`config.mk`:
```
export PLATFORM = sky130hd
export DESIGN_NAME = fence_slot_alloc
export DESIGN_NICKNAME = d
export VERILOG_FILES = /design/src/rtl/fsa_pkg.sv /design/src/rtl/fsa_slot_store.sv /design/src/rtl/fsa_lru_rank.sv /design/src/rtl/fsa_slot_pick.sv /design/src/rtl/fence_slot_alloc.sv
export SDC_FILE = /design/constraint.sdc
export NUM_CORES = 1
export LEC_CHECK = 0
export BUFFER_PORTS_ARGS = -buffer_cell sky130_fd_sc_hd__buf_2
export CELL_PAD_IN_SITES_DETAIL_PLACEMENT = 1
export CELL_PAD_IN_SITES_GLOBAL_PLACEMENT = 2
export CORE_MARGIN = 1
export CORE_UTILIZATION = 43
export DETAILED_ROUTE_END_ITERATION = 16
export PLACE_DENSITY_LB_ADDON = 0.1
export SETUP_SLACK_MARGIN = 0.15
export SLEW_MARGIN = 30
export SYNTH_ARGS = -nofsm -noshare
export SYNTH_HDL_FRONTEND = slang
export SYNTH_SLANG_ARGS = --single-unit
```
`constraint.sdc`:
```
create_clock -name clk -period 35.5 [get_ports clk]
set_input_delay 0 -clock clk [delete_from_list [all_inputs] [get_ports clk]]
set_output_delay 0 -clock clk [all_outputs]
set_load 0.01 [all_outputs]
```
`src/rtl/fsa_pkg.sv`:
```
// Shared command and status encodings for the fence slot allocator.
package fsa_pkg;
    typedef enum logic [2:0] {
        OP_NOP     = 3'd0,
        OP_GET     = 3'd1,
        OP_PUT     = 3'd2,
        OP_PIN     = 3'd3,
        OP_UNPIN   = 3'd4,
        OP_RESTORE = 3'd5
    } op_e;

    typedef enum logic [2:0] {
        ST_OK      = 3'd0,
        ST_EAGAIN  = 3'd1,
        ST_EDEADLK = 3'd2,
        ST_EBUSY   = 3'd3,
        ST_RANGE   = 3'd4
    } sts_e;
endpackage

```
`src/rtl/fsa_slot_store.sv`:
```
// Per-slot storage: ownership bit, owner identifier and pin count.
// Assumes the controller asserts at most one of own_set/own_clr and at most
// one of pin_inc/pin_dec per cycle. Claiming a slot resets its pin count.
module fsa_slot_store #(
    parameter int NSLOT = 8,
    parameter int OBJ_W = 8,
    parameter int PIN_W = 2,
    localparam int SW = $clog2(NSLOT)
) (
    input  logic                   clk,
    input  logic                   rst_n,
    input  logic [OBJ_W-1:0]       look_obj,
    output logic                   look_hit,
    output logic [SW-1:0]          look_idx,
    input  logic                   own_set,
    input  logic                   own_clr,
    input  logic [SW-1:0]          own_idx,
    input  logic [OBJ_W-1:0]       own_obj,
    input  logic                   pin_inc,
    input  logic                   pin_dec,
    input  logic [SW-1:0]          pin_idx,
    output logic [NSLOT-1:0]       owned_o,
    output logic [NSLOT-1:0]       pinned_o,
    output logic [NSLOT*OBJ_W-1:0] owner_o,
    output logic [NSLOT*PIN_W-1:0] pins_o
);
    logic             own_q [NSLOT];
    logic [OBJ_W-1:0] obj_q [NSLOT];
    logic [PIN_W-1:0] pin_q [NSLOT];

    // Ownership and owner identifier update
    always_ff @(posedge clk) begin
        for (int i = 0; i < NSLOT; i++) begin
            if (!rst_n) begin
                own_q[i] <= 1'b0;
                obj_q[i] <= '0;
            end else if (own_set && own_idx == SW'(i)) begin
                own_q[i] <= 1'b1;
                obj_q[i] <= own_obj;
            end else if (own_clr && own_idx == SW'(i)) begin
                own_q[i] <= 1'b0;
            end
        end
    end

    // Pin counter update, cleared when a slot changes hands
    always_ff @(posedge clk) begin
        for (int i = 0; i < NSLOT; i++) begin
            if (!rst_n)
                pin_q[i] <= '0;
            else if (own_set && own_idx == SW'(i))
                pin_q[i] <= '0;
            else if (pin_inc && pin_idx == SW'(i))
                pin_q[i] <= pin_q[i] + 1'b1;
            else if (pin_dec && pin_idx == SW'(i))
                pin_q[i] <= pin_q[i] - 1'b1;
        end
    end

    // Owner lookup and flattening of the slot state
    always_comb begin
        look_hit = 1'b0;
        look_idx = '0;
        for (int i = 0; i < NSLOT; i++) begin
            owned_o[i]                  = own_q[i];
            pinned_o[i]                 = (pin_q[i] != '0);
            owner_o[i*OBJ_W +: OBJ_W]   = obj_q[i];
            pins_o[i*PIN_W +: PIN_W]    = pin_q[i];
            if (own_q[i] && obj_q[i] == look_obj) begin
                look_hit = 1'b1;
                look_idx = SW'(i);
            end
        end
    end

    AST_PIN_NO_UNDERFLOW: assert property (@(posedge clk) disable iff (!rst_n) pin_dec |-> pin_q[pin_idx] != '0);
    AST_PIN_NO_OVERFLOW: assert property (@(posedge clk) disable iff (!rst_n) pin_inc |-> pin_q[pin_idx] != '1);
    AST_NO_PINNED_STEAL: assert property (@(posedge clk) disable iff (!rst_n) own_set |-> (!own_q[own_idx] || pin_q[own_idx] == '0));
    AST_SINGLE_OWNER: assert property (@(posedge clk) disable iff (!rst_n) own_set |-> !look_hit);
endmodule

```
`src/rtl/fsa_lru_rank.sv`:
```
// Age-rank LRU order: rank 0 is most recent, ranks among listed slots stay
// dense 0..k-1. Touch moves a slot to rank 0 (inserting it if absent); drop
// removes it and closes the gap. Assumes touch and drop never coincide.
module fsa_lru_rank #(
    parameter int NSLOT = 8,
    localparam int SW = $clog2(NSLOT)
) (
    input  logic                clk,
    input  logic                rst_n,
    input  logic                touch_en,
    input  logic                drop_en,
    input  logic [SW-1:0]       idx,
    output logic [NSLOT*SW-1:0] rank_o
);
    logic [SW-1:0]    rank_q [NSLOT];
    logic [NSLOT-1:0] inl_q;

    // Single-cycle rank renumbering on touch or drop
    always_ff @(posedge clk) begin
        if (!rst_n) begin
            inl_q <= '0;
            for (int i = 0; i < NSLOT; i++) rank_q[i] <= '0;
        end else if (touch_en) begin
            for (int i = 0; i < NSLOT; i++) begin
                if (inl_q[i] && (!inl_q[idx] || rank_q[i] < rank_q[idx]))
                    rank_q[i] <= rank_q[i] + 1'b1;
            end
            rank_q[idx] <= '0;
            inl_q[idx]  <= 1'b1;
        end else if (drop_en && inl_q[idx]) begin
            for (int i = 0; i < NSLOT; i++) begin
                if (inl_q[i] && rank_q[i] > rank_q[idx])
                    rank_q[i] <= rank_q[i] - 1'b1;
            end
            inl_q[idx] <= 1'b0;
        end
    end

    // Flatten ranks for the victim picker
    always_comb begin
        for (int i = 0; i < NSLOT; i++) rank_o[i*SW +: SW] = rank_q[i];
    end

    AST_ONE_LRU_OP: assert property (@(posedge clk) disable iff (!rst_n) !(touch_en && drop_en));

    for (genvar g = 0; g < NSLOT; g++) begin : g_chk
        AST_RANK_BOUND: assert property (@(posedge clk) disable iff (!rst_n) inl_q[g] |-> (int'(rank_q[g]) < $countones(inl_q)));
    end
endmodule

```
`src/rtl/fsa_slot_pick.sv`:
```
// Combinational slot choice: lowest free slot at or above first_slot, and
// the oldest (highest rank) owned unpinned slot in the same range.
module fsa_slot_pick #(
    parameter int NSLOT = 8,
    localparam int SW = $clog2(NSLOT)
) (
    input  logic [NSLOT-1:0]    owned,
    input  logic [NSLOT-1:0]    pinned,
    input  logic [NSLOT*SW-1:0] rank_i,
    input  logic [SW-1:0]       first_slot,
    output logic                free_hit,
    output logic [SW-1:0]       free_idx,
    output logic                vic_hit,
    output logic [SW-1:0]       vic_idx
);
    logic [SW-1:0] best;

    // Free search: a downward scan leaves the lowest match
    always_comb begin
        free_hit = 1'b0;
        free_idx = '0;
        for (int i = NSLOT - 1; i >= 0; i--) begin
            if (i >= int'(first_slot) && !owned[i]) begin
                free_hit = 1'b1;
                free_idx = SW'(i);
            end
        end
    end

    // Victim search: oldest unpinned owned slot in range
    always_comb begin
        vic_hit = 1'b0;
        vic_idx = '0;
        best    = '0;
        for (int i = 0; i < NSLOT; i++) begin
            if (i >= int'(first_slot) && owned[i] && !pinned[i] &&
                (!vic_hit || rank_i[i*SW +: SW] > best)) begin
                vic_hit = 1'b1;
                vic_idx = SW'(i);
                best    = rank_i[i*SW +: SW];
            end
        end
    end
endmodule

```
`src/rtl/fence_slot_alloc.sv`:
```
// Fence slot allocator top: decodes one command per ready cycle, drives the
// slot store and LRU ranks, and registers response, eviction and slot
// programming outputs. Restore-all walks the slots one per cycle with
// ready low. Assumes first_slot and flip_pending are stable per command.
module fence_slot_alloc #(
    parameter int NSLOT = 8,
    parameter int OBJ_W = 8,
    parameter int PIN_W = 2,
    localparam int SW = $clog2(NSLOT)
) (
    input  logic             clk,
    input  logic             rst_n,
    input  logic             cmd_valid,
    input  logic [2:0]       cmd_op,
    input  logic [OBJ_W-1:0] cmd_obj,
    input  logic             cmd_tiled,
    input  logic             cmd_dirty,
    input  logic [SW-1:0]    first_slot,
    input  logic             flip_pending,
    output logic             ready,
    output logic             rsp_valid,
    output logic [2:0]       rsp_status,
    output logic [SW-1:0]    rsp_slot,
    output logic             rsp_fence,
    output logic             evict_valid,
    output logic [OBJ_W-1:0] evict_obj,
    output logic             prog_valid,
    output logic [SW-1:0]    prog_slot,
    output logic             prog_enable,
    output logic [OBJ_W-1:0] prog_obj
);
    import fsa_pkg::*;

    logic                   hit, free_hit, vic_hit;
    logic [SW-1:0]          hit_idx, free_idx, vic_idx, tgt;
    logic [NSLOT-1:0]       owned_w, pinned_w;
    logic [NSLOT*OBJ_W-1:0] owner_w;
    logic [NSLOT*PIN_W-1:0] pins_w;
    logic [NSLOT*SW-1:0]    rank_w;
    logic [PIN_W-1:0]       hit_pin;

    logic                   own_set, own_clr, pin_inc, pin_dec;
    logic [SW-1:0]          own_idx, lru_idx;
    logic                   lru_touch, lru_drop, start_walk;
    logic                   walking_q, walk_last;
    logic [SW-1:0]          walk_idx_q;

    logic                   nx_rsp_v, nx_fence, nx_ev_v, nx_pr_v, nx_pr_en;
    sts_e                   nx_sts;
    logic [SW-1:0]          nx_slot, nx_pr_slot;
    logic [OBJ_W-1:0]       nx_ev_obj, nx_pr_obj;

    fsa_slot_store #(.NSLOT(NSLOT), .OBJ_W(OBJ_W), .PIN_W(PIN_W)) u_store (
        .clk(clk), .rst_n(rst_n), .look_obj(cmd_obj), .look_hit(hit),
        .look_idx(hit_idx), .own_set(own_set), .own_clr(own_clr),
        .own_idx(own_idx), .own_obj(cmd_obj), .pin_inc(pin_inc),
        .pin_dec(pin_dec), .pin_idx(hit_idx), .owned_o(owned_w),
        .pinned_o(pinned_w), .owner_o(owner_w), .pins_o(pins_w)
    );

    fsa_lru_rank #(.NSLOT(NSLOT)) u_lru (
        .clk(clk), .rst_n(rst_n), .touch_en(lru_touch), .drop_en(lru_drop),
        .idx(lru_idx), .rank_o(rank_w)
    );

    fsa_slot_pick #(.NSLOT(NSLOT)) u_pick (
        .owned(owned_w), .pinned(pinned_w), .rank_i(rank_w),
        .first_slot(first_slot), .free_hit(free_hit), .free_idx(free_idx),
        .vic_hit(vic_hit), .vic_idx(vic_idx)
    );

    assign ready     = !walking_q;
    assign walk_last = (walk_idx_q == SW'(NSLOT - 1));
    assign hit_pin   = pins_w[hit_idx*PIN_W +: PIN_W];
    assign tgt       = free_hit ? free_idx : vic_idx;

    // Command decode and restore-walk step selection
    always_comb begin
        nx_rsp_v = 1'b0;  nx_sts = ST_OK;  nx_slot = '0;  nx_fence = 1'b0;
        nx_ev_v = 1'b0;   nx_ev_obj = '0;
        nx_pr_v = 1'b0;   nx_pr_en = 1'b0; nx_pr_slot = '0; nx_pr_obj = '0;
        own_set = 1'b0;   own_clr = 1'b0;  own_idx = hit_idx;
        pin_inc = 1'b0;   pin_dec = 1'b0;
        lru_touch = 1'b0; lru_drop = 1'b0; lru_idx = hit_idx;
        start_walk = 1'b0;
        if (walking_q) begin
            nx_pr_v    = 1'b1;
            nx_pr_slot = walk_idx_q;
            lru_idx    = walk_idx_q;
            if (owned_w[walk_idx_q]) begin
                nx_pr_en  = 1'b1;
                nx_pr_obj = owner_w[walk_idx_q*OBJ_W +: OBJ_W];
                lru_touch = 1'b1;
            end
            nx_rsp_v = walk_last;
        end else if (cmd_valid) begin
            case (op_e'(cmd_op))
                OP_GET: begin
                    nx_rsp_v = 1'b1;
                    if (hit) begin
                        nx_slot  = hit_idx;
                        nx_fence = 1'b1;
                        if (!cmd_dirty) begin
                            lru_touch = 1'b1;
                        end else if (cmd_tiled) begin
                            lru_touch  = 1'b1;
                            nx_pr_v    = 1'b1;
                            nx_pr_en   = 1'b1;
                            nx_pr_slot = hit_idx;
                            nx_pr_obj  = cmd_obj;
                        end else begin
                            lru_drop   = 1'b1;
                            own_clr    = 1'b1;
                            nx_fence   = 1'b0;
                            nx_pr_v    = 1'b1;
                            nx_pr_slot = hit_idx;
                        end
                    end else if (cmd_tiled && (free_hit || vic_hit)) begin
                        nx_slot    = tgt;
                        nx_fence   = 1'b1;
                        own_set    = 1'b1;
                        own_idx    = tgt;
                        lru_touch  = 1'b1;
                        lru_idx    = tgt;
                        nx_pr_v    = 1'b1;
                        nx_pr_en   = 1'b1;
                        nx_pr_slot = tgt;
                        nx_pr_obj  = cmd_obj;
                        nx_ev_v    = !free_hit;
                        nx_ev_obj  = owner_w[tgt*OBJ_W +: OBJ_W];
                    end else if (cmd_tiled) begin
                        nx_sts = flip_pending ? ST_EAGAIN : ST_EDEADLK;
                    end
                end
                OP_PUT: begin
                    nx_rsp_v = 1'b1;
                    if (hit) begin
                        nx_slot = hit_idx;
                        if (hit_pin != '0) begin
                            nx_sts   = ST_EBUSY;
                            nx_fence = 1'b1;
                        end else begin
                            own_clr    = 1'b1;
                            lru_drop   = 1'b1;
                            nx_pr_v    = 1'b1;
                            nx_pr_slot = hit_idx;
                        end
                    end
                end
                OP_PIN, OP_UNPIN: begin
                    nx_rsp_v = 1'b1;
                    nx_slot  = hit_idx;
                    nx_fence = hit;
                    if (hit && cmd_op == OP_PIN) begin
                        if (hit_pin == '1) nx_sts  = ST_RANGE;
                        else               pin_inc = 1'b1;
                    end else if (hit) begin
                        if (hit_pin == '0) nx_sts  = ST_RANGE;
                        else               pin_dec = 1'b1;
                    end
                end
                OP_RESTORE: start_walk = 1'b1;
                default: ;
            endcase
        end
    end

    // Restore walk sequencer
    always_ff @(posedge clk) begin
        if (!rst_n) begin
            walking_q  <= 1'b0;
            walk_idx_q <= '0;
        end else if (start_walk) begin
            walking_q  <= 1'b1;
            walk_idx_q <= '0;
        end else if (walking_q) begin
            walking_q  <= !walk_last;
            walk_idx_q <= walk_idx_q + 1'b1;
        end
    end

    // Output registers
    always_ff @(posedge clk) begin
        if (!rst_n) begin
            rsp_valid <= 1'b0; rsp_status <= '0; rsp_slot <= '0; rsp_fence <= 1'b0;
            evict_valid <= 1'b0; evict_obj <= '0;
            prog_valid <= 1'b0; prog_slot <= '0; prog_enable <= 1'b0; prog_obj <= '0;
        end else begin
            rsp_valid <= nx_rsp_v; rsp_status <= nx_sts; rsp_slot <= nx_slot; rsp_fence <= nx_fence;
            evict_valid <= nx_ev_v; evict_obj <= nx_ev_obj;
            prog_valid <= nx_pr_v; prog_slot <= nx_pr_slot; prog_enable <= nx_pr_en; prog_obj <= nx_pr_obj;
        end
    end

    AST_EVICT_ON_CLAIM: assert property (@(posedge clk) disable iff (!rst_n) evict_valid |-> (rsp_valid && rsp_status == ST_OK && prog_valid && prog_enable));
    AST_FAIL_NO_FENCE: assert property (@(posedge clk) disable iff (!rst_n) (rsp_valid && (rsp_status == ST_EAGAIN || rsp_status == ST_EDEADLK)) |-> (!rsp_fence && !prog_valid && !evict_valid));
    AST_QUIET_WHILE_BUSY: assert property (@(posedge clk) disable iff (!rst_n) !ready |-> !rsp_valid);
    AST_WALK_EMITS: assert property (@(posedge clk) disable iff (!rst_n) (!ready && $past(!ready)) |-> prog_valid);
endmodule

```
==> run metrics <==
Initial DRC Count=567; Vias per Instance=6.14; Worst Path Required=35,850 ps; residual DRC count=0; Fmax=68.3 MHz; die area=28,100 sq um; largest net degree at the start of global routing=45; Clock power frac=0.391; routability cong.=0.892; Pre-Repair DR Iteration Count=5; min Tclk post-route=14,640 ps; Max H-tree Level=4; final hold violation count=0; R2R Setup Slk=20,860 ps; clock latency on the worst-skew pair=440 ps; P per Cell Area=35.9 nW/um^2; worst-margin pin slew=942 ps; synth warn=0; cell mode on critical path=ha_1; combinational power share=0.184; Buf+Inv Stages, Crit Path=5; Syn Area/Cell=8.98 sq um; CP max stage cell=a2111o_2; Post-synth EDFFs=87; Tcrit/Tclk final=0.412; clock skew=13.9 ps; cell family with most CP delay=compound AO/OA/AOI/OAI gates; initial antenna violation count=0; first-pass GRT wire length=64,000 um; FP Rows=60; Num CTS Buffers=17; Core Area=27,000 sq um; Routed WL=41,100 um; status=completed; Hold Crit Class=in2reg; reg2reg end=u_lru.rank_q[3][2]$_SDFFE_PP0P_; Longest Clk Path Bufs=2; Hold Path Origin=cmd_obj[6]; DIE HEIGHT=168 um; Final HPWL DP=30,500 um; Mapped Cells=1,313; PortBufs=50; Synth async-reset ratio=0; startpoint types=flop; Tot GR Track Use=0.298; ys flop type=edfxtp_1; CP Capture Type=flop; Worst-path clk slew=70 ps; Hold Crit Depth=3; peak supply drop=57.8 uV; Slew Viols, Final=0; hold worst-path end=prog_obj[6]$_SDFF_PN0_; filler cell count in the final layout=3,181; switch share=0.315; Mapped Area=11,800 sq um; chip width=168 um; Slew Limit Headroom=0.371; Via Count=10,480; TritonCTS clock tree=done; max incr delay on CP=490 ps; final setup violation count=0; leak pwr=4.78 nW; RSZ-0062 raised after global routing=false; WP data arrival=14,990 ps; wire per inst=24.1 um; Root Buffer=clkbuf_16; Initial Utilization=0.437; Layout Utilization=0.485; Setup Total Neg Slack=0 ps; Int Power=0.000321 W; count of cell types in the netlist=90; reg2reg start=u_store.pin_q[0][0]$_DFFE_PP_; area grow syn2layout=10.8%; Post-DRT Antenna Nets=0; WS Path Type=reg2reg; r2r worst-path depth=64; Psw=0.000147 W; total power=0.000468 W; clock tree sinks=154; Ports=51; sequential-to-total area share from yosys stat=0.335; layout net count=1,433; Net Count, Synth=1,393; sequential share of power=0.425; # diodes=0; Seq cells post-synth=154; share of cells above drive strength 1=0.139; GRT overflow=0; CP max FO=36; Post-CTS Setup Bufs=0; max cap viols=0; vias in the first global route=10,924
==> cells in the final DEF, fill, tap and decap left out, types with 6 or more instances in the layout <==
cell type,Yosys,layout
ha_1,57,57
dlygate4sd3_1,0,8
o21a_1,9,9
mux2_2,27,27
mux2i_1,58,57
inv_1,71,71
o211a_1,6,6
or2_2,7,7
and2_1,71,71
o211ai_1,11,11
nor2_1,116,116
a21o_1,7,7
o21ai_0,54,51
nor3_2,2,7
nor4_1,8,8
o2111a_1,7,7
o21ai_1,6,7
dfxtp_1,67,67
a31oi_1,10,10
xnor2_1,58,58
nor3_1,44,39
nand3_1,44,44
nand2_1,102,102
buf_4,11,24
nand4_1,28,28
o21bai_1,10,10
a211oi_1,23,23
o31ai_1,10,10
or3_1,9,9
xor2_1,14,14
nand2b_1,9,9
o2111ai_1,12,12
nor2b_1,13,13
a21oi_1,83,83
clkbuf_16,0,17
buf_2,8,50
mux4_2,18,18
edfxtp_1,87,87
==> worst max path at each step <==
| stage | startpoint | endpoint | cells after the start |
|---|---|---|---|
| finish | u_store.pin_q[0][0]$_DFFE_PP_ | u_lru.rank_q[3][2]$_SDFFE_PP0P_ | 64 |
| floorplan | u_store.pin_q[0][0]$_DFFE_PP_ | u_lru.rank_q[3][2]$_SDFFE_PP0P_ | 65 |
| global placement | u_store.pin_q[0][0]$_DFFE_PP_ | u_lru.rank_q[3][2]$_SDFFE_PP0P_ | 65 |
| CTS | u_store.pin_q[0][0]$_DFFE_PP_ | u_lru.rank_q[3][2]$_SDFFE_PP0P_ | 65 |
| detailed placement | u_store.pin_q[0][0]$_DFFE_PP_ | u_lru.rank_q[3][2]$_SDFFE_PP0P_ | 65 |
| global route | u_store.pin_q[0][0]$_DFFE_PP_ | u_lru.rank_q[3][2]$_SDFFE_PP0P_ | 65 |
==> Yosys cell counts (6+ instances only) <==
cell	instances	area, sq um
a211oi_1	23	173
a21o_1	7	52.6
a21oi_1	83	415
a31oi_1	10	62.6
and2_1	71	444
buf_2	8	40.0
buf_4	11	82.6
clkbuf_1	39	146
dfxtp_1	67	1340
edfxtp_1	87	2610
ha_1	57	713
inv_1	71	267
mux2_2	27	304
mux2i_1	58	581
mux4_2	18	405
nand2_1	102	383
nand2b_1	9	56.3
nand3_1	44	220
nand4_1	28	175
nor2_1	116	435
nor2b_1	13	81.3
nor3_1	44	220
nor4_1	8	50.1
o2111a_1	7	78.8
o2111ai_1	12	105
o211a_1	6	60.1
o211ai_1	11	82.6
o21a_1	9	67.6
o21ai_0	54	270
o21ai_1	6	30.0
o21bai_1	10	75.1
o31ai_1	10	75.1
or2_2	7	43.8
or3_1	9	56.3
xnor2_1	58	508
xor2_1	14	123
==> flip-flops by register name, indices dropped and copies added (netlist names), 3 cells and up, named ones only <==
name	cells
rsp_status	3
u_lru.rank_q	24
u_store.obj_q	64
rsp_slot	3
u_store.own_q	8
evict_obj	8
walk_idx_q	3
prog_obj	8
u_store.pin_q	16
prog_slot	3
==> power groups by stage <==
| stage | clock network (W) | registers, W | logic [W] |
|---|---|---|---|
| after global routing | 0.000192 | 0.000199 | 0.0000938 |
| after global placement | 0 | 0.000203 | 0.0000826 |
| after detailed placement | 0 | 0.000203 | 0.0000844 |
| after CTS | 0.000186 | 0.000199 | 0.0000855 |
| final | 0.000183 | 0.000199 | 0.0000861 |
| after floorplan | 0 | 0.000200 | 0.0000615 |
==> repair_timing <==
action	in CTS	in global routing
hold buffers	8	0
gates resized for setup	0	0
hold endpoints to repair	5	0
setup endpoints to repair	0	0
==> cell type report <==
cell class	instances	area, sq um	share of cell area
clock inverter	13	126	0.00968
tap	341	427	0.0327
sequential	154	3950	0.303
inverter	72	270	0.0207
multi-input combinational	1026	7330	0.561
clock buffer	19	443	0.0339
timing repair buffer	82	510	0.0391
==> layer usage <==
| metal | vias to the layer above | GRT usage | share of wire |
|---|---|---|---|
| li1 | 4919 | - | - |
| met1 | 5290 | 0.344 | 0.41 |
| met2 | 200 | 0.553 | 0.52 |
| met3 | 71 | 0.0336 | 0.026 |
| met4 | 0 | 0.130 | 0.038 |
| met5 | - | 0 | 0 |
==> cells by family after synthesis <==
| logic type | count (synthesis) | synth area share |
|---|---|---|
| multiplexers | 104 | 0.111 |
| adder cells (fa/ha/maj) | 60 | 0.0656 |
| AO/OA/AOI/OAI | 299 | 0.174 |
| AND/OR/NAND/NOR | 491 | 0.214 |
| buffers and inverters | 133 | 0.0473 |
| XOR/XNOR | 72 | 0.0535 |
| flip-flops | 154 | 0.335 |
==> worst min-delay path: stages <==
cell	delay (ps)
buf_2	240
a21oi_1	180
nor2_1	50
==> metrics by stage <==
| stage | cell area, sq um | instances | setup slack (ps) | hold WS [ps] |
|---|---|---|---|---|
| final | 13100 | 1707 | 20860 | 89.6 |
| after global routing | 13100 | 1707 | 19670 | 98.6 |
| after CTS | 13000 | 1707 | 20890 | 78.9 |
| after detailed placement | 12400 | 1667 | 20970 | 299 |
| after global placement | 12400 | 1667 | 21580 | 301 |
| after floorplan | 11800 | 1313 | 22690 | 141 |
Power figures use the tool's default switching activity.
